### src/rtl/fw_pkg.sv
package fw_pkg;
  typedef enum logic [1:0] {
    WS_IDLE   = 2'd0,
    WS_OPEN   = 2'd1,
    WS_REJECT = 2'd2
  } win_state_e;
endpackage

### src/rtl/fw_ptr_ctrl.sv
module fw_ptr_ctrl
  import fw_pkg::*;
#(
  parameter int AW   = 8,
  parameter int BASE = 7,
  parameter int NREG = 19,
  parameter int IW   = 5
) (
  input  logic          clk,
  input  logic          rst_n,
  input  logic          bus_start,
  input  logic          bus_stop,
  input  logic          ptr_we,
  input  logic [AW-1:0] ptr_val,
  input  logic          wr_valid,
  input  logic          rd_ready,
  output win_state_e    state,
  output logic [IW-1:0] idx,
  output logic          win_full,
  output logic          wr_fire,
  output logic          rd_valid,
  output logic          open_pulse,
  output logic          rej_pulse
);
  localparam logic [AW-1:0] BASE_A = AW'(BASE);
  localparam logic [AW-1:0] LAST_A = AW'(BASE + NREG - 1);
  localparam logic [IW-1:0] NREG_I = IW'(NREG);

  logic hit_base, hit_hi, wrote_q, rd_fire, sess_evt;

  assign sess_evt   = bus_start || bus_stop;
  assign hit_base   = (ptr_val == BASE_A);
  assign hit_hi     = (ptr_val > BASE_A) && (ptr_val <= LAST_A);
  assign open_pulse = ptr_we && !sess_evt && hit_base;
  assign rej_pulse  = ptr_we && !sess_evt && hit_hi;
  assign win_full   = (idx == NREG_I);
  assign wr_fire    = wr_valid && (state == WS_OPEN);
  assign rd_valid   = (state == WS_OPEN) && !wrote_q && !win_full;
  assign rd_fire    = rd_valid && rd_ready;

  always_ff @(posedge clk or negedge rst_n) begin
    if (!rst_n) begin
      state   <= WS_IDLE;
      idx     <= '0;
      wrote_q <= 1'b0;
    end else if (sess_evt) begin
      state   <= WS_IDLE;
      idx     <= '0;
      wrote_q <= 1'b0;
    end else if (ptr_we) begin
      idx     <= '0;
      wrote_q <= 1'b0;
      if (hit_base)    state <= WS_OPEN;
      else if (hit_hi) state <= WS_REJECT;
      else             state <= WS_IDLE;
    end else if (wr_fire) begin
      wrote_q <= 1'b1;
      if (!win_full) idx <= idx + 1'b1;
    end else if (rd_fire) begin
      idx <= idx + 1'b1;
    end
  end

  // the byte index never runs past the window end
  p_idx_bound_r7: assert property (@(posedge clk) disable iff (!rst_n)
    idx <= NREG_I);

  // an offered read byte stays offered when nothing disturbs the session
  p_rd_hold_r11: assert property (@(posedge clk) disable iff (!rst_n)
    (rd_valid && !rd_ready && !bus_start && !bus_stop && !ptr_we && !wr_valid)
      |=> rd_valid);
endmodule

### src/rtl/fw_wr_capture.sv
module fw_wr_capture #(
  parameter int NREG = 19,
  parameter int DW   = 8,
  parameter int IW   = 5,
  parameter int MINC = 2
) (
  input  logic             clk,
  input  logic             rst_n,
  input  logic             clr,
  input  logic             stop,
  input  logic             open_pulse,
  input  logic             rej_pulse,
  input  logic             wr_fire,
  input  logic             win_full,
  input  logic [IW-1:0]    idx,
  input  logic [DW-1:0]    wr_data,
  output logic [NREG*DW-1:0] buf_flat,
  output logic             frm_done,
  output logic             flag_ovf,
  output logic             flag_inc,
  output logic             flag_mal,
  output logic             flag_rej
);
  logic [DW-1:0] mem [NREG];
  logic [DW-1:0] cnt_q;
  logic          mal_q, cmp_q, any_q, done_q;
  logic          bad_cnt, last_byte, drop;

  assign bad_cnt   = (wr_data < DW'(MINC)) || (wr_data > DW'(NREG));
  assign last_byte = (DW'(idx) + DW'(1)) == cnt_q;
  assign drop      = win_full || cmp_q;
  assign frm_done  = done_q;

  for (genvar g = 0; g < NREG; g++) begin : g_flat
    assign buf_flat[g*DW +: DW] = mem[g];
  end

  always_ff @(posedge clk or negedge rst_n) begin
    if (!rst_n) begin
      for (int i = 0; i < NREG; i++) mem[i] <= '0;
      cnt_q    <= '0;
      mal_q    <= 1'b0;
      cmp_q    <= 1'b0;
      any_q    <= 1'b0;
      done_q   <= 1'b0;
      flag_ovf <= 1'b0;
      flag_inc <= 1'b0;
      flag_mal <= 1'b0;
      flag_rej <= 1'b0;
    end else begin
      done_q <= 1'b0;
      if (clr) begin
        flag_ovf <= 1'b0;
        flag_inc <= 1'b0;
        flag_mal <= 1'b0;
        flag_rej <= 1'b0;
        mal_q    <= 1'b0;
        cmp_q    <= 1'b0;
        any_q    <= 1'b0;
      end else begin
        if (rej_pulse) flag_rej <= 1'b1;
        if (open_pulse) begin
          mal_q <= 1'b0;
          cmp_q <= 1'b0;
          any_q <= 1'b0;
        end else if (stop) begin
          if (any_q && !cmp_q && !mal_q) flag_inc <= 1'b1;
          mal_q <= 1'b0;
          cmp_q <= 1'b0;
          any_q <= 1'b0;
        end else if (wr_fire) begin
          if (drop) begin
            flag_ovf <= 1'b1;
          end else begin
            mem[idx[IW-1:0]] <= wr_data;
            any_q <= 1'b1;
            if (idx == '0) begin
              cnt_q <= wr_data;
              if (bad_cnt) begin
                mal_q    <= 1'b1;
                flag_mal <= 1'b1;
              end
            end else if (!mal_q && last_byte) begin
              done_q <= 1'b1;
              cmp_q  <= 1'b1;
            end
          end
        end
      end
    end
  end

  // completion is a single-cycle strobe
  p_done_pulse_r4: assert property (@(posedge clk) disable iff (!rst_n)
    frm_done |=> !frm_done);

  // a frame flagged malformed never completes
  p_mal_no_done_r5: assert property (@(posedge clk) disable iff (!rst_n)
    mal_q |=> !frm_done);

  // a discarded byte leaves the capture buffer untouched
  p_buf_hold_r7: assert property (@(posedge clk) disable iff (!rst_n)
    (wr_fire && drop && !clr && !open_pulse && !stop) |=> $stable(buf_flat));

  // a start condition leaves every flag cleared
  p_flags_clear_r10: assert property (@(posedge clk) disable iff (!rst_n)
    clr |=> (!flag_ovf && !flag_inc && !flag_mal && !flag_rej));
endmodule

### src/rtl/fw_rsp_store.sv
module fw_rsp_store #(
  parameter int NREG = 19,
  parameter int DW   = 8,
  parameter int IW   = 5
) (
  input  logic               clk,
  input  logic               rst_n,
  input  logic               load_en,
  input  logic [NREG*DW-1:0] frame_flat,
  input  logic [IW-1:0]      idx,
  output logic [DW-1:0]      rd_data
);
  localparam logic [IW-1:0] NREG_I = IW'(NREG);

  logic [DW-1:0] mem [NREG];
  logic [IW-1:0] idx_s;

  for (genvar g = 0; g < NREG; g++) begin : g_ent
    always_ff @(posedge clk or negedge rst_n) begin
      if (!rst_n)       mem[g] <= '0;
      else if (load_en) mem[g] <= frame_flat[g*DW +: DW];
    end
  end

  assign idx_s   = (idx < NREG_I) ? idx : '0;
  assign rd_data = (idx < NREG_I) ? mem[idx_s] : '0;
endmodule

### src/rtl/fw_data_window.sv
module fw_data_window
  import fw_pkg::*;
#(
  parameter int AW   = 8,
  parameter int DW   = 8,
  parameter int BASE = 7,
  parameter int NREG = 19,
  parameter int MINC = 2
) (
  input  logic               clk,
  input  logic               rst_n,
  input  logic               bus_start,
  input  logic               bus_stop,
  input  logic               ptr_we,
  input  logic [AW-1:0]      ptr_val,
  input  logic               wr_valid,
  output logic               wr_ready,
  input  logic [DW-1:0]      wr_data,
  output logic               rd_valid,
  input  logic               rd_ready,
  output logic [DW-1:0]      rd_data,
  input  logic               rsp_valid,
  output logic               rsp_ready,
  input  logic [NREG*DW-1:0] rsp_frame,
  output logic               frm_done,
  output logic [NREG*DW-1:0] frm_buf,
  output logic               flag_reject,
  output logic               flag_overflow,
  output logic               flag_incomplete,
  output logic               flag_malformed
);
  localparam int IW = $clog2(NREG + 1);

  win_state_e    state;
  logic [IW-1:0] idx;
  logic          win_full, wr_fire, open_pulse, rej_pulse;

  assign wr_ready  = 1'b1;
  assign rsp_ready = (state != WS_OPEN);

  fw_ptr_ctrl #(.AW(AW), .BASE(BASE), .NREG(NREG), .IW(IW)) u_ptr (
    .clk(clk), .rst_n(rst_n), .bus_start(bus_start), .bus_stop(bus_stop),
    .ptr_we(ptr_we), .ptr_val(ptr_val), .wr_valid(wr_valid),
    .rd_ready(rd_ready), .state(state), .idx(idx), .win_full(win_full),
    .wr_fire(wr_fire), .rd_valid(rd_valid), .open_pulse(open_pulse),
    .rej_pulse(rej_pulse)
  );

  fw_wr_capture #(.NREG(NREG), .DW(DW), .IW(IW), .MINC(MINC)) u_cap (
    .clk(clk), .rst_n(rst_n), .clr(bus_start), .stop(bus_stop),
    .open_pulse(open_pulse), .rej_pulse(rej_pulse), .wr_fire(wr_fire),
    .win_full(win_full), .idx(idx), .wr_data(wr_data), .buf_flat(frm_buf),
    .frm_done(frm_done), .flag_ovf(flag_overflow), .flag_inc(flag_incomplete),
    .flag_mal(flag_malformed), .flag_rej(flag_reject)
  );

  fw_rsp_store #(.NREG(NREG), .DW(DW), .IW(IW)) u_rsp (
    .clk(clk), .rst_n(rst_n), .load_en(rsp_valid && rsp_ready),
    .frame_flat(rsp_frame), .idx(idx), .rd_data(rd_data)
  );

  // the response store is locked while a base session is open
  p_rsp_block_r9: assert property (@(posedge clk) disable iff (!rst_n)
    rd_valid |-> !rsp_ready);

  // a session in the rejected state always carries the reject flag
  p_reject_flag_r3: assert property (@(posedge clk) disable iff (!rst_n)
    (state == WS_REJECT) |-> (flag_reject && !rd_valid));

  // the offered read byte value holds while waiting for the host
  p_rd_data_hold_r11: assert property (@(posedge clk) disable iff (!rst_n)
    (rd_valid && !rd_ready && !bus_start && !bus_stop && !ptr_we && !wr_valid)
      |=> $stable(rd_data));
endmodule

### config.mk
export PLATFORM = sky130hd
export DESIGN_NAME = fw_data_window
export DESIGN_NICKNAME = d
export VERILOG_FILES = /design/src/rtl/fw_pkg.sv /design/src/rtl/fw_ptr_ctrl.sv /design/src/rtl/fw_wr_capture.sv /design/src/rtl/fw_rsp_store.sv /design/src/rtl/fw_data_window.sv
export SDC_FILE = /design/constraint.sdc
export NUM_CORES = 1
export LEC_CHECK = 0
export BUFFER_PORTS_ARGS = -buffer_cell sky130_fd_sc_hd__clkbuf_2
export CAP_MARGIN = 25
export CORE_MARGIN = 2
export CORE_UTILIZATION = 45
export DETAILED_ROUTE_END_ITERATION = 16
export GPL_ROUTABILITY_DRIVEN = 0
export PLACE_DENSITY_LB_ADDON = 0.12
export SETUP_SLACK_MARGIN = 0.4
export SYNTH_ARGS = -nofsm -noshare
export SYNTH_HDL_FRONTEND = slang
export SYNTH_SLANG_ARGS = --single-unit
### constraint.sdc
create_clock -name clk -period 3.5 [get_ports clk]
set_input_delay 0.175 -clock clk [delete_from_list [all_inputs] [get_ports clk]]
set_output_delay 0.175 -clock clk [all_outputs]
set_load 0.01 [all_outputs]
# Word-level counts from Yosys, hierarchy flattened
# Index checks and enable logic that the tools add are counted.
[word_totals]
regBits = 328
latch_bits = 0
ramBits = 0
romBits = 0
output_inout_bits = 168
mem_count = 0
[classes]
addsub = 2
n_mul = 0
div_mod_pow = 0
order_cmp = 8
eq_ne = 11
shifts = 0
muxes = 60
bitwise = 6
n_reduce_logical = 45
[ops]
columns = ["op", "count"]
rows = [
  ["bitwise mux 152 bit", 1],
  ["2-to-1 mux 1 bit", 43],
  ["binary-select mux 8 bit (select 5 bit)", 1],
  ["demux 8 bit (select 5 bit)", 1],
  ["2-to-1 mux 8 bit", 4],
  ["2-to-1 mux 5 bit", 6],
  ["nonzero test 4 bit", 5],
  ["nonzero test 2 bit", 8],
  ["logical AND 1 bit", 13],
  [">= comparator 6 bit (second input constant)", 2],
  ["!= test 4 bit (second input constant)", 3],
  ["inverter 5 -> 6 bit", 2],
  ["AND reduction 4 bit", 3],
  ["AND reduction 6 bit", 2],
  ["equality test 8 x 3 -> 1 bit (second input constant)", 1],
  ["equality test 8 bit", 1],
  ["> comparator 8 x 3 -> 1 bit (second input constant)", 1],
  ["> comparator 8 x 5 -> 1 bit (second input constant)", 1],
  ["<= comparator 8 x 5 -> 1 bit (second input constant)", 1],
  ["less-than comparator 8 x 2 -> 1 bit (second input constant)", 1],
  ["2-to-1 mux 2 bit", 4],
  ["adder 5 x 1 -> 6 bit (second input constant)", 1],
  ["less-than comparator 6 x 1 -> 1 bit (second input constant)", 1],
  ["!= test 2 bit (second input constant)", 3],
  ["other kinds (13)", 23],
]

# Depth between registers and ports, before layout
# Gate-level depths: netlist of the first run.
[depth]
word_depth = 10
depth_mapped = 9
ltp_nobuf = 6

# Modules after synthesis
# Synthesis of the first run repeated with hierarchy kept, for this count alone.
[unflattened]
cells_unflattened = 1081
hier_area_um2 = 15265.9
[by_module_without_submodules]
columns = ["mod", "instances", "cells_each", "area_per_inst_um2", "seq_area_each_um2"]
rows = [
  ["fw_rsp_store", 1, 595, 7370.8, 3803.6],
  ["fw_wr_capture", 1, 429, 7320.8, 4204.0],
  ["fw_ptr_ctrl", 1, 53, 540.5, 200.2],
  ["fw_data_window", 1, 4, 33.8, 0.0],
]

# Least setup slack after synthesis of the first run
# OpenSTA, ideal clock, no wires.
[synth_path]
kind = "register to register"
from = "register u_ptr.idx[0]"
to = "register u_cap.cmp_q"
arrival_time_ns = 2.401
t_required_ns = 3.422
setup_slack_ns = 1.021
stages_incl_launch_ff = 10
path_buffers = 3
cell_sequence = "dfrtp_1 -> buf_4 -> buf_2 -> inv_1 -> ha_1 -> clkbuf_1 -> nor3b_1 -> or3_1 -> or4_1 -> a21oi_1"
[synth_via]
elab_chain_cells = 5
elab_cells_between_ends = 10
cone_classes = "1 x add/sub; 4 x eq/ne; 5 x reduce/logical"
[synth_lines]
columns = ["item", "line", "source"]
rows = [
  ["from (decl)", "fw_ptr_ctrl.sv:18", "output logic [IW-1:0] idx,"],
  ["from (signal assigned)", "fw_ptr_ctrl.sv:58", "if (!win_full) idx <= idx + 1'b1;"],
  ["from (signal assigned)", "fw_ptr_ctrl.sv:60", "idx <= idx + 1'b1;"],
  ["adder 5 x 1 -> 6 bit", "fw_wr_capture.sv:30", "assign last_byte = (DW'(idx) + DW'(1)) == cnt_q;"],
  ["equality test 8 bit", "fw_wr_capture.sv:30", ""],
  ["logical AND 1 bit", "fw_wr_capture.sv:83", "end else if (!mal_q && last_byte) begin"],
  ["nonzero test 4 bit (no source line)", "n/a", ""],
  ["AND reduction 4 bit (no source line) (*)", "n/a", ""],
  ["to (signal assigned)", "fw_wr_capture.sv:43", "cmp_q <= 1'b0;"],
  ["to (signal assigned)", "fw_wr_capture.sv:58", "cmp_q <= 1'b0;"],
  ["to (signal assigned)", "fw_wr_capture.sv:85", "cmp_q <= 1'b1;"],
  ["to (decl)", "fw_wr_capture.sv:26", "logic mal_q, cmp_q, any_q, done_q;"],
]
# Every way passes the cells marked *; elsewhere a longest branch is shown, timed or not.
# A chain may end at the register's enable or synchronous reset.

# Worst setup path in the final report of the first run
[layout_path]
from = "register u_ptr.idx[1]"
to = "output rd_data[5]"
[layout_via]
elab_chain_cells = 7
[layout_lines]
columns = ["item", "line", "source"]
rows = [
  ["less-than comparator 5 bit", "fw_rsp_store.sv:25, fw_rsp_store.sv:26", ""],
  ["2-to-1 mux 5 bit", "fw_rsp_store.sv:25", "assign idx_s = (idx < NREG_I) ? idx : '0;"],
  ["inverter 5 -> 6 bit (not written as such)", "fw_rsp_store.sv:26", "assign rd_data = (idx < NREG_I) ? mem[idx_s] : '0;"],
  ["binary-select mux 8 bit (select 5 bit)", "fw_rsp_store.sv:26", ""],
  ["2-to-1 mux 8 bit (not written as such) (2 in a row)", "fw_rsp_store.sv:26", ""],
  ["2-to-1 mux 8 bit (*)", "fw_rsp_store.sv:26", ""],
  ["to (decl)", "fw_data_window.sv:21", "output logic [DW-1:0] rd_data,"],
]
# Every way passes the cells marked *; elsewhere a longest branch is shown, timed or not. The select of a mux whose other input is x is not followed.

==> run metrics, run 1 <==
number of synthesis warnings=0; Routed WL=39,280 um; Worst Path Arrival=~2.8 ns; Core Util, Final=61.42%; internal power=6.620 mW; max cap viols=0; routed len/inst=20.31 um; Worst path max stage delay=between 0.4 and 0.5 ns; H-tree Lvls=2; CTS Buf Count=37; clock tree buffer depth=3; WS Path Type=register to primary output; CP Max Fanout=13; actual slew at the worst max-slew pin=0.7984 ns; Critical Path End Type=primary output; vias in the first global route=10,630; Starting Density=a little under half; Hold Fails Final Rpt=0; Setup TNS Final=0 ns; Port Buffers=about 340; Post-Place Setup Slack=slightly below 0.8 ns; average size of a mapped cell=~14 um2; Synth cell types=61; Net Count, Synth=1,187; Clock power frac=a little over two fifths; commonest non-fill, non-tap cell in the layout=clkbuf_2; Worst Skew=0.01097 ns; GR Overflow Total=0; sw frac=22.88%; R2R depth=8; fin worst setup slack=roughly 0.54 ns; PD cells=441.8 mW/mm2; hpwl dp=26,350 um; routed vias=10,180; Layout area overhead=34.23%; CTS sink count=328; WHS Path Cells=3; outcome=finished, final reports clean; count of TritonRoute iterations in the first routing pass=4; Comb power frac=9.7%; P_leak=between 9 and 10 nW; pins over their slew limit=0; Clk Latency, worst-skew pair=0.51 ns; total core area=0.03164 mm2; Post-synth EDFFs=0; DR DRC count=0; Hold Path End=u_ptr.wrote_q; Worst Hold Class=primary input to register; layout cell share with drive strength beyond 1=between 50 and 60%; RSZ-0062 raised after global routing=false; row cnt=65; Rel. slew slack=between 40% and 50%; Cell Chain, Critical Path=o31ai_2 > buf_4 > nand2_2 > buf_4 > a221oi_1 > o221a_2 > a2111oi_1 > buf_4 > clkbuf_2; Sw Pwr=1.964 mW; hold wc startpoint=ptr_we; CTS tree=done; top post-synthesis cells by area=dfrtp_1 57%, mux2_2 21%, mux2_4 5.8%, mux2i_1 1.2%, nand3_4 1.2%; Vias/cell=5.266; Register-to-Register Setup Slack=slightly above 0.8 ns; commonest non-fill, non-tap cells in the layout=341 x clkbuf_2, 325 x dfrtp_1, 266 x mux2_2; synthesized cell area=approximately 0.014 mm2; Yosys reg bits=roughly 330; setup violators final=0; Yosys top cell area share=between 50% and 60%; ys async rst share=100.0%; global-route wire length before repair=60,910 um; Final period util=84.57%; Die ar.=between 0.03 and 0.04 mm2; Root Buffer=clkbuf_16; largest net degree at the start of global routing=88; Cells after Synth=1,007; Sequential Power Share=47.4%; slowest CP cell=dfrtp_1; initial antenna violation count=4; register area share after synthesis=between 50% and 60%; Worst Setup Start Kind=register; CP most frequent cell=buf_4; final net count=roughly 1,700; Required @ worst endpoint=~3.3 ns; initial drt markers=396; Reg clk slew, reported paths=approximately 0.060 ns; I/O Pins=344; antenna viol nets, final=0; Reg2Reg Capture Point=u_cap.buf_flat[58]; Die Height=183.4 um; fin crit period=~3.0 ns; GRT Util Overall=between 20% and 30%; Crit Reg-Reg Startpoint=u_ptr.idx[4]; Synth Flop Type=dfrtp_1; Die W=183.4 um; power after layout=roughly 8.6 mW; Peak VDD IR=between 400 and 500 uV; FMAX=0.3379 GHz; Yosys top cell by area=dfrtp_1
-- cell families (layout without fill, tap and decap cells) --
logic type                 after synthesis  after routing  share of synthesized area [%]
and+or+nand+nor                        113            113                          5.315
AOI/OAI and AO/OA                      131            131                          6.093
other                                    1              5                        0.02590
DFF                                    328            328                          56.70
buffers and inverters                   78            599                          2.385
adders and majority gates                4              4                         0.3457
muxes                                  347            347                          28.83
xor gates and xnor gates                 5              5                         0.3025
-- cell type report --
cell class | instances | area, um2
multi-input combinational | 601 | 5942
clock inverter | 5 | 28.78
tap | 402 | 503.0
clock buffer | 59 | 1121
inverter | 9 | 33.78
fill | 2514 | 12210
timing repair buffer | 526 | 3578
sequential | 328 | 8214
antenna | 4 | 10.01
-- how the worst max path moves through the flow --
stage | from | to | slack, ns | cells past startpoint
floorplan | u_ptr.idx[0] | u_cap.cmp_q | 1.02 | 9
global placement | u_ptr.idx[0] | rd_data[5] | 0.75 | 7
detailed placement | u_ptr.idx[0] | rd_data[5] | 0.77 | 7
CTS | u_ptr.idx[2] | rd_data[5] | 0.41 | 9
global route | u_ptr.idx[1] | rd_data[5] | 0.39 | 8
finish | u_ptr.idx[1] | rd_data[5] | 0.54 | 9
-- power by group through the flow --
stage	Combinational [mW]	Clock [mW]	Sequential, mW
2_1_floorplan	0.388	0	4.10
3_3_place_gp	0.684	0	4.13
3_5_place_dp	0.691	0	4.14
4_1_cts	0.837	3.77	4.07
5_1_grt	0.913	3.94	4.08
6_report	0.833	3.68	4.07
-- registers in the layout, summed over array words and instances, names as in the netlist, 2 cells and up --
register / cells
u_ptr.state: 2
u_ptr.idx: 5
u_rsp.mem: 152
u_cap.cnt_q: 8
u_cap.buf_flat: 152
-- through the flow --
step           cell area, um2  std cells  hold WS, ns
2_1_floorplan           14480       1007      -0.1206
6_report                19430       1934      0.01543
4_1_cts                 19380       1925      0.01172
5_1_grt                 19430       1934      0.05122
3_5_place_dp            16650       1705       0.2245
3_3_place_gp            16650       1705       0.2261
-- per-layer routing --
layer  share of wire, %  vias up  global-route usage [%]  routed length [um]
li1                   -     4656                       -                   -
met1                 43     5160                   30.58               16710
met2                 50      300                   39.67               19690
met3                5.1       68                   4.547                1989
met4                2.3        0                   6.240                 891
met5                  0        -                       0                   0
-- worst max-delay path, delay by kind of cell (launching register included) --
family	cells	cell delay, ns
AOI/OAI and AO/OA	4	0.84
buffers and inverters	4	0.76
DFF	1	0.48
and+or+nand+nor	1	0.19
-- timing repair --
item | CTS | global route
hold buffers | 154 | 0
resized for setup | 4 | 4
endpoints found under the setup margin | 6 | 3
hold endpoints to repair | 235 | 0
pin swaps | 0 | 0
setup buffers | 2 | 5
-- synth_stat cells (2+ instances only) --
cell type / number
dfrtp_1: 328
mux2_2: 266
mux2_4: 56
clkbuf_1: 41
a21oi_1: 33
o21ai_0: 31
nand2_1: 23
nor2_1: 20
mux2i_1: 18
nand3_1: 17
buf_1: 12
a221oi_1: 10
nand3_4: 10
inv_1: 9
buf_2: 8
nand3_2: 8
buf_4: 7
mux4_2: 7
o21a_1: 7
a311oi_1: 6
nor2b_1: 6
a211oi_1: 5
a21o_1: 5
nor3_1: 5
o221ai_1: 5
a31oi_1: 4
ha_1: 4
nand2b_1: 4
or3_1: 4
xnor2_1: 4
a221o_1: 3
o211ai_1: 3
o22ai_1: 3
or2_2: 3
or4_1: 3
a21boi_0: 2
a22oi_1: 2
nand3b_1: 2
Note: power is estimated with default switching activity, not from simulation.
==> run 2, diff against run 1 <==
Clock period 3.5 ns to 2.97 ns, I/O delays scaled along.
==> run 2 against run 1 <==
Net effect:
- clock-buffer cell count decreased by 6
- clock skew increased by 0.0021 ns
- via count increased by 3.7%
- routed wire length increased by 4.2%
- critical endpoint unchanged
- largest power group unchanged
==> run metrics, run 2 (synthesis gave the netlist of run 1 again) <==
GRT Util Overall=24.30% (+1.0 points); Comb power frac=10.4% (+0.7 points); Die Height=183.4 um (unchanged); initial antenna violation count=1 (-3); Port Buffers=342 (unchanged); non-filler cells, final=1,987 (+2.7%); Worst Skew=0.01308 ns (+0.002104 ns); Clock power frac=42.4% (-0.5 points); H-tree Lvls=2 (unchanged); row cnt=65 (unchanged); GR Overflow Total=0 (unchanged); met1 wire length=17,160 um (+2.7%); Final Cell Area=0.02032 mm2 (+4.6%); routed len/inst=20.60 um (+1.4%); Final period util=90.55%; internal power=7.816 mW (+18%); Starting Density=45.76% (unchanged); DR DRC count=0 (unchanged); largest net degree at the start of global routing=104 (+18%); CP Max Fanout=13 (unchanged); max cap viols=0 (unchanged); Rel. slew slack=47.21% (+0.63 points); layout cell share with drive strength beyond 1=55.62% (+4.1 points); setup violators final=0 (unchanged); outcome=finished, final reports clean; placed inst area=0.01676 mm2 (+0.63%); Worst Path Arrival=2.54 ns (-0.24 ns); RSZ-0062 raised after global routing=true; P_leak=9.880 nW (+3.9%); Sequential Power Share=47.1% (-0.3 points); initial drt markers=536 (+35%); Post-Place Setup Slack=0.3324 ns (-0.4367 ns); final net count=1,740 (+3.4%); count of TritonRoute iterations in the first routing pass=5 (+1); fin worst setup slack=0.2805 ns (-0.2596 ns); global-route wire length before repair=63,680 um (+4.6%); Peak VDD IR=387.9 uV (-8.6%); uppermost routed layer=met4; hpwl dp=26,720 um (+1.4%); Critical Path End Type=primary output; Die ar.=0.03362 mm2 (unchanged); hold slack=0.02366 ns (+0.008237 ns); Routed WL=40,930 um (+4.2%); Reg clk slew, reported paths=0.06 ns (about the same); CTS Buf Count=37 (unchanged); fin crit period=about 2.7 ns; pins over their slew limit=0 (unchanged); total core area=0.03164 mm2 (unchanged); Sw Pwr=2.381 mW (+21%); Clk Latency, worst-skew pair=0.52 ns (about the same); Worst Setup Start Kind=register; commonest non-fill, non-tap cells in the layout=336 x clkbuf_2, 324 x dfrtp_1, 266 x mux2_2; power after layout=10.20 mW (+19%); Die W=183.4 um (unchanged); Hold Fails Final Rpt=0 (unchanged); vias in the first global route=11,150 (+4.9%); commonest non-fill, non-tap cell in the layout=clkbuf_2; actual slew at the worst max-slew pin=0.7918 ns (-0.006575 ns); Root Buffer=clkbuf_16; Worst Hold Class=primary input to register; I/O Pins=344 (unchanged); PD cells=501.9 mW/mm2 (+14%); Layout area overhead=40.35%; WS Path Type=register to primary output; Core Util, Final=64.22% (+2.8 points); antenna viol nets, final=0 (unchanged); CTS tree=done; CTS sink count=328 (unchanged); Required @ worst endpoint=2.82 ns (-0.50 ns); met2 wire len=20,760 um (+5.4%); routed vias=10,560 (+3.7%); Vias/cell=5.317 (+0.96%); clock tree buffer depth=3 (unchanged); met3 WL post-DR=2076 um (+4.4%); sw frac=23.35% (+0.47 points); FMAX=0.3718 GHz; Setup TNS Final=0 ns (unchanged); placed cell count=1,719 (+0.82%)
run 2: power groups by stage:
stage	Combinational (mW)	Clock (mW)	Sequential [mW]
final	1.06	4.33	4.80
after global routing	1.16	4.63	4.82
after CTS	1.04	4.44	4.79
after detailed placement	0.822	0	4.87
after global placement	0.817	0	4.87
after floorplan	0.457	0	4.83
run 2: critical path: stages (launching register included):
cell       delay [ns]
dfrtp_4          0.52
buf_4            0.15
buf_6            0.12
buf_16           0.15
mux2i_2          0.16
a21oi_2          0.17
a221oi_4         0.09
a2111oi_4        0.34
buf_4            0.18
clkbuf_8         0.13
run 2: layout make-up:
cell class | count | area (um2)
multi-input combinational | 601 | 6203
tap | 402 | 503.0
inverter | 9 | 37.54
clock inverter | 10 | 126.4
sequential | 328 | 8215
antenna | 1 | 2.502
timing repair buffer | 583 | 4223
clock buffer | 53 | 1006
fill | 2397 | 11320
run 2: worst paths after layout:
check	depth (start not counted)	from	end	slack, ns
max in group asynchronous	3	rst_n	u_rsp.mem[17]	1.75
max reg2reg	8	u_ptr.idx[1]	u_cap.buf_flat[33]	0.47
min	3	bus_stop	u_cap.flag_inc	0.02
min in group asynchronous	2	rst_n	u_cap.buf_flat[92]	0.27
min reg2reg	1	u_rsp.mem[113]	u_rsp.mem[113]	0.50
max	9	u_ptr.idx[0]	rd_data[5]	0.28
run 2: metal layers:
layer | GRT usage (%) | vias up
li1 | - | 4787
met4 | 6.368 | 0
met1 | 31.48 | 5379
met2 | 42.52 | 330
met5 | 0 | -
met3 | 3.932 | 68
run 2: what timing repair did:
item	in CTS	in global routing
buffers inserted	29	14
hold buffers	157	0
cloned	4	0
setup endpoints to repair	8	131
hold endpoints to repair	251	0
resized for setup	63	45
pin swaps	14	22
==> run 3, diff against run 2 <==
Settings changed: ABC_AREA set to 1, CORE_ASPECT_RATIO set to 0.75.
==> run 3 against run 2 <==
Net effect:
- utilization down 1.9 points
- largest power group unchanged
- largest cell class unchanged
- flip-flop and latch count unchanged
- combinational power up 6%
==> run metrics, run 3 <==
Synth Flop Type=dfrtp_1; synthesized cell area=0.01474 mm2 (+1.8%); average size of a mapped cell=10.55 um2 (-27%); mux cell area share after synthesis=10.39% (-18 points); CP most frequent cell=nand3_1; Final Cell Area=0.02013 mm2 (-0.91%); combinational family with the most area after synthesis=simple AND/OR/NAND/NOR gates; Cell Chain, Critical Path=nor2_4 > nand2_4 > nand2_8 > clkbuf_16 > nand3_1 > nand3_2 > nand3_4 > nand3_1 > nand2_2 > a21oi_2 > clkbuf_2; Crit path depth=11 (+2); row cnt=57 (-12%); Vias/cell=5.154 (-3.1%); register area=0.008213 mm2 (about the same); PD cells=527.1 mW/mm2 (+5.0%); Starting Density=45.62% (-0.14 points); Die ar.=0.03423 mm2 (+1.8%); Post-Place Setup Slack=0.5998 ns (+0.2674 ns); Layout area overhead=36.60%; routed len/inst=20.00 um (-2.9%); Synth cell types=43 (-30%); commonest non-fill, non-tap cell in the layout=clkbuf_2; Yosys reg bits=328 (unchanged); CTS sink count=328 (unchanged); FMAX=0.3929 GHz (+5.7%); GRT Util Overall=27.47% (+3.2 points); power after layout=10.61 mW (+4.1%); Core Util, Final=62.31% (-1.9 points); I/O Pins=344 (unchanged); Reg clk slew, reported paths=0.06 ns (about the same); XOR/XNOR Fraction of Synth Area=0.3566% (+0.054 points); initial antenna violation count=0 (-1); Worst Path Arrival=2.40 ns (-0.14 ns); layout cell share with drive strength beyond 1=38.51% (-17 points); Routed WL=47,400 um (+16%); initial drt markers=983 (+83%); largest net degree at the start of global routing=89 (-14%); Hold Fails Final Rpt=0 (unchanged); total core area=0.03231 mm2 (+2.1%); Worst path max stage delay=0.44 ns (-0.08 ns); FILL cells=2,700 (+13%); vias in the first global route=12,000 (+7.6%); Post-synth EDFFs=0 (unchanged); actual slew at the worst max-slew pin=0.7810 ns (-0.01084 ns); Die W=213.0 um (+16%); Reg2Reg Capture Point=u_cap.cnt_q[0]; Critical Path End Type=primary output; DR DRC count=0 (unchanged); crit-path leading delay family=simple AND/OR/NAND/NOR gates; Peak VDD IR=370.8 uV (-4.4%); final net count=2,082 (+20%); register area share after synthesis=55.69% (-1.0 points); WS Path Type=register to primary output; Die Height=160.7 um (-12%); Required @ worst endpoint=2.82 ns (about the same); max cap viols=0 (unchanged); clock tree buffer depth=3 (unchanged); placed inst area=0.01676 mm2 (about the same); R2R depth=8 (unchanged); crit path from=u_ptr.idx[2]; global-route wire length before repair=71,700 um (+13%); outcome=finished, final reports clean; slowest CP cell=dfrtp_2; Post-synth top cells=328 x dfrtp_1, 294 x nand2_1, 136 x mux2_2, 105 x o21ai_1, 102 x nand3_1; hpwl dp=31,290 um (+17%); antenna viol nets, final=0 (unchanged); GR Overflow Total=0 (unchanged); CTS Buf Count=36 (-2.7%); Worst Hold Class=primary input to register; fin crit period=2.545 ns (-0.1445 ns); number of synthesis warnings=0 (unchanged); fin worst setup slack=0.4251 ns (+0.1445 ns); WP buf/inv=2 (-3); Yosys top cell area share=55.69% (-1.0 points); routed vias=12,220 (+16%); commonest non-fill, non-tap cells in the layout=339 x clkbuf_2, 324 x dfrtp_1, 288 x nand2_1; Cells after Synth=1,397 (+39%); simple-gate area share of the yosys netlist=16.67% (+11 points); setup violators final=0 (unchanged); Clk Latency, worst-skew pair=0.52 ns (about the same); count of TritonRoute iterations in the first routing pass=6 (+1); Yosys top cell by area=dfrtp_1; Root Buffer=clkbuf_16; CTS tree=done; ys async rst share=100.0% (unchanged); Final period util=85.69% (-4.9 points); CP Max Fanout=5 (-8); Worst Skew=0.01841 ns (+0.005336 ns); Register-to-Register Setup Slack=0.87 ns (+0.40 ns); pins over their slew limit=0 (unchanged); top post-synthesis cells by area=dfrtp_1 56%, mux2_2 10%, nand2_1 7.5%, o21ai_1 3.6%, o21ai_2 3.5%; RSZ-0062 raised after global routing=true; multi-input combinational cell area=0.005968 mm2 (-3.8%); compound-cell area share of the yosys netlist=10.78% (+4.7 points); Port Buffers=342 (unchanged); Setup TNS Final=0 ns (unchanged); non-filler cells, final=2,370 (+19%); adder-cell share of the synthesized area=0.3396% (-0.0061 points); placed cell count=2,124 (+24%); Rel. slew slack=47.94% (+0.72 points); P_leak=9.656 nW (-2.3%); Net Count, Synth=1,577 (+33%); count leader, synth=dfrtp_1; H-tree Lvls=2 (unchanged); hold slack=0.1200 ns (+0.09636 ns); Worst Setup EP=rd_data[1]; Crit Reg-Reg Startpoint=u_ptr.idx[1]; Worst Setup Start Kind=register
run 3: cell count changes in the layout (fill, tap and decap cells not counted), moves of 18 or more:
cell	change
o21ai_2	+57
inv_1	+41
nand3_1	+67
nor2_1	+27
mux2_4	-56
o21ai_1	+95
nand2_2	+18
nand2_1	+268
mux2_2	-130
a21oi_1	+46
buf_4	-31
run 3: worst min-delay path by stage:
stage	cells after the start	end	from	slack, ns
final	6	u_ptr.state[0]	ptr_val[6]	0.12
after global routing	4	u_cap.buf_flat[105]	wr_data[1]	0.16
after CTS	6	u_ptr.state[0]	ptr_val[6]	0.1
after detailed placement	1	u_rsp.mem[92]	rst_n	0.22
after global placement	1	u_rsp.mem[121]	rst_n	0.21
after floorplan	0	u_cap.any_q	rst_n	-0.15
run 3: power breakdown:
group | leakage, nW | switching, mW | internal, mW
Sequential | 4.22 | 0.157 | 4.68
Combinational | 4.84 | 0.578 | 0.544
Clock | 0.593 | 1.84 | 2.81
run 3: logic make-up after synthesis:
kind of cell	Yosys count
compound gates	266
xor+xnor	6
fa+ha+maj	4
buf+inv	150
flops	328
mux	136
other cells	1
simple gates	506
run 3: final cells by class:
class / instances / share of cell area, %
repair buffers: 549 / 19.53
well taps: 442 / 2.747
multi-input cells: 924 / 29.65
inverters: 63 / 1.224
clock inverters: 11 / 0.8142
flip-flops and latches: 328 / 40.80
diodes: 1 / 0.01243
clock buffers: 52 / 5.227
run 3: worst min-delay path: cells and delay by family:
kind	cells	cell delay, ns
AOI/OAI and AO/OA	1	0.07
buffers and inverters	2	0.14
and+or+nand+nor	3	0.24
run 3: repair_timing:
item,CTS,global route
resized for setup,21,41
pin swaps,3,15
hold endpoints to repair,240,0
hold buffers,161,0
setup buffers,5,5
setup endpoints to repair,8,8
gates cloned,3,7
run 3: routing by layer:
| metal | vias to the layer above | GRT usage, % | part of all wire (%) | wire length, um |
|---|---|---|---|---|
| met5 | - | 0 | 0 | 0 |
| met4 | 0 | 6.262 | 1.6 | 776 |
| met3 | 67 | 8.819 | 9.3 | 4394 |
| met2 | 488 | 39.06 | 43 | 20290 |
| met1 | 5950 | 40.78 | 46 | 21930 |
| li1 | 5710 | - | - | - |
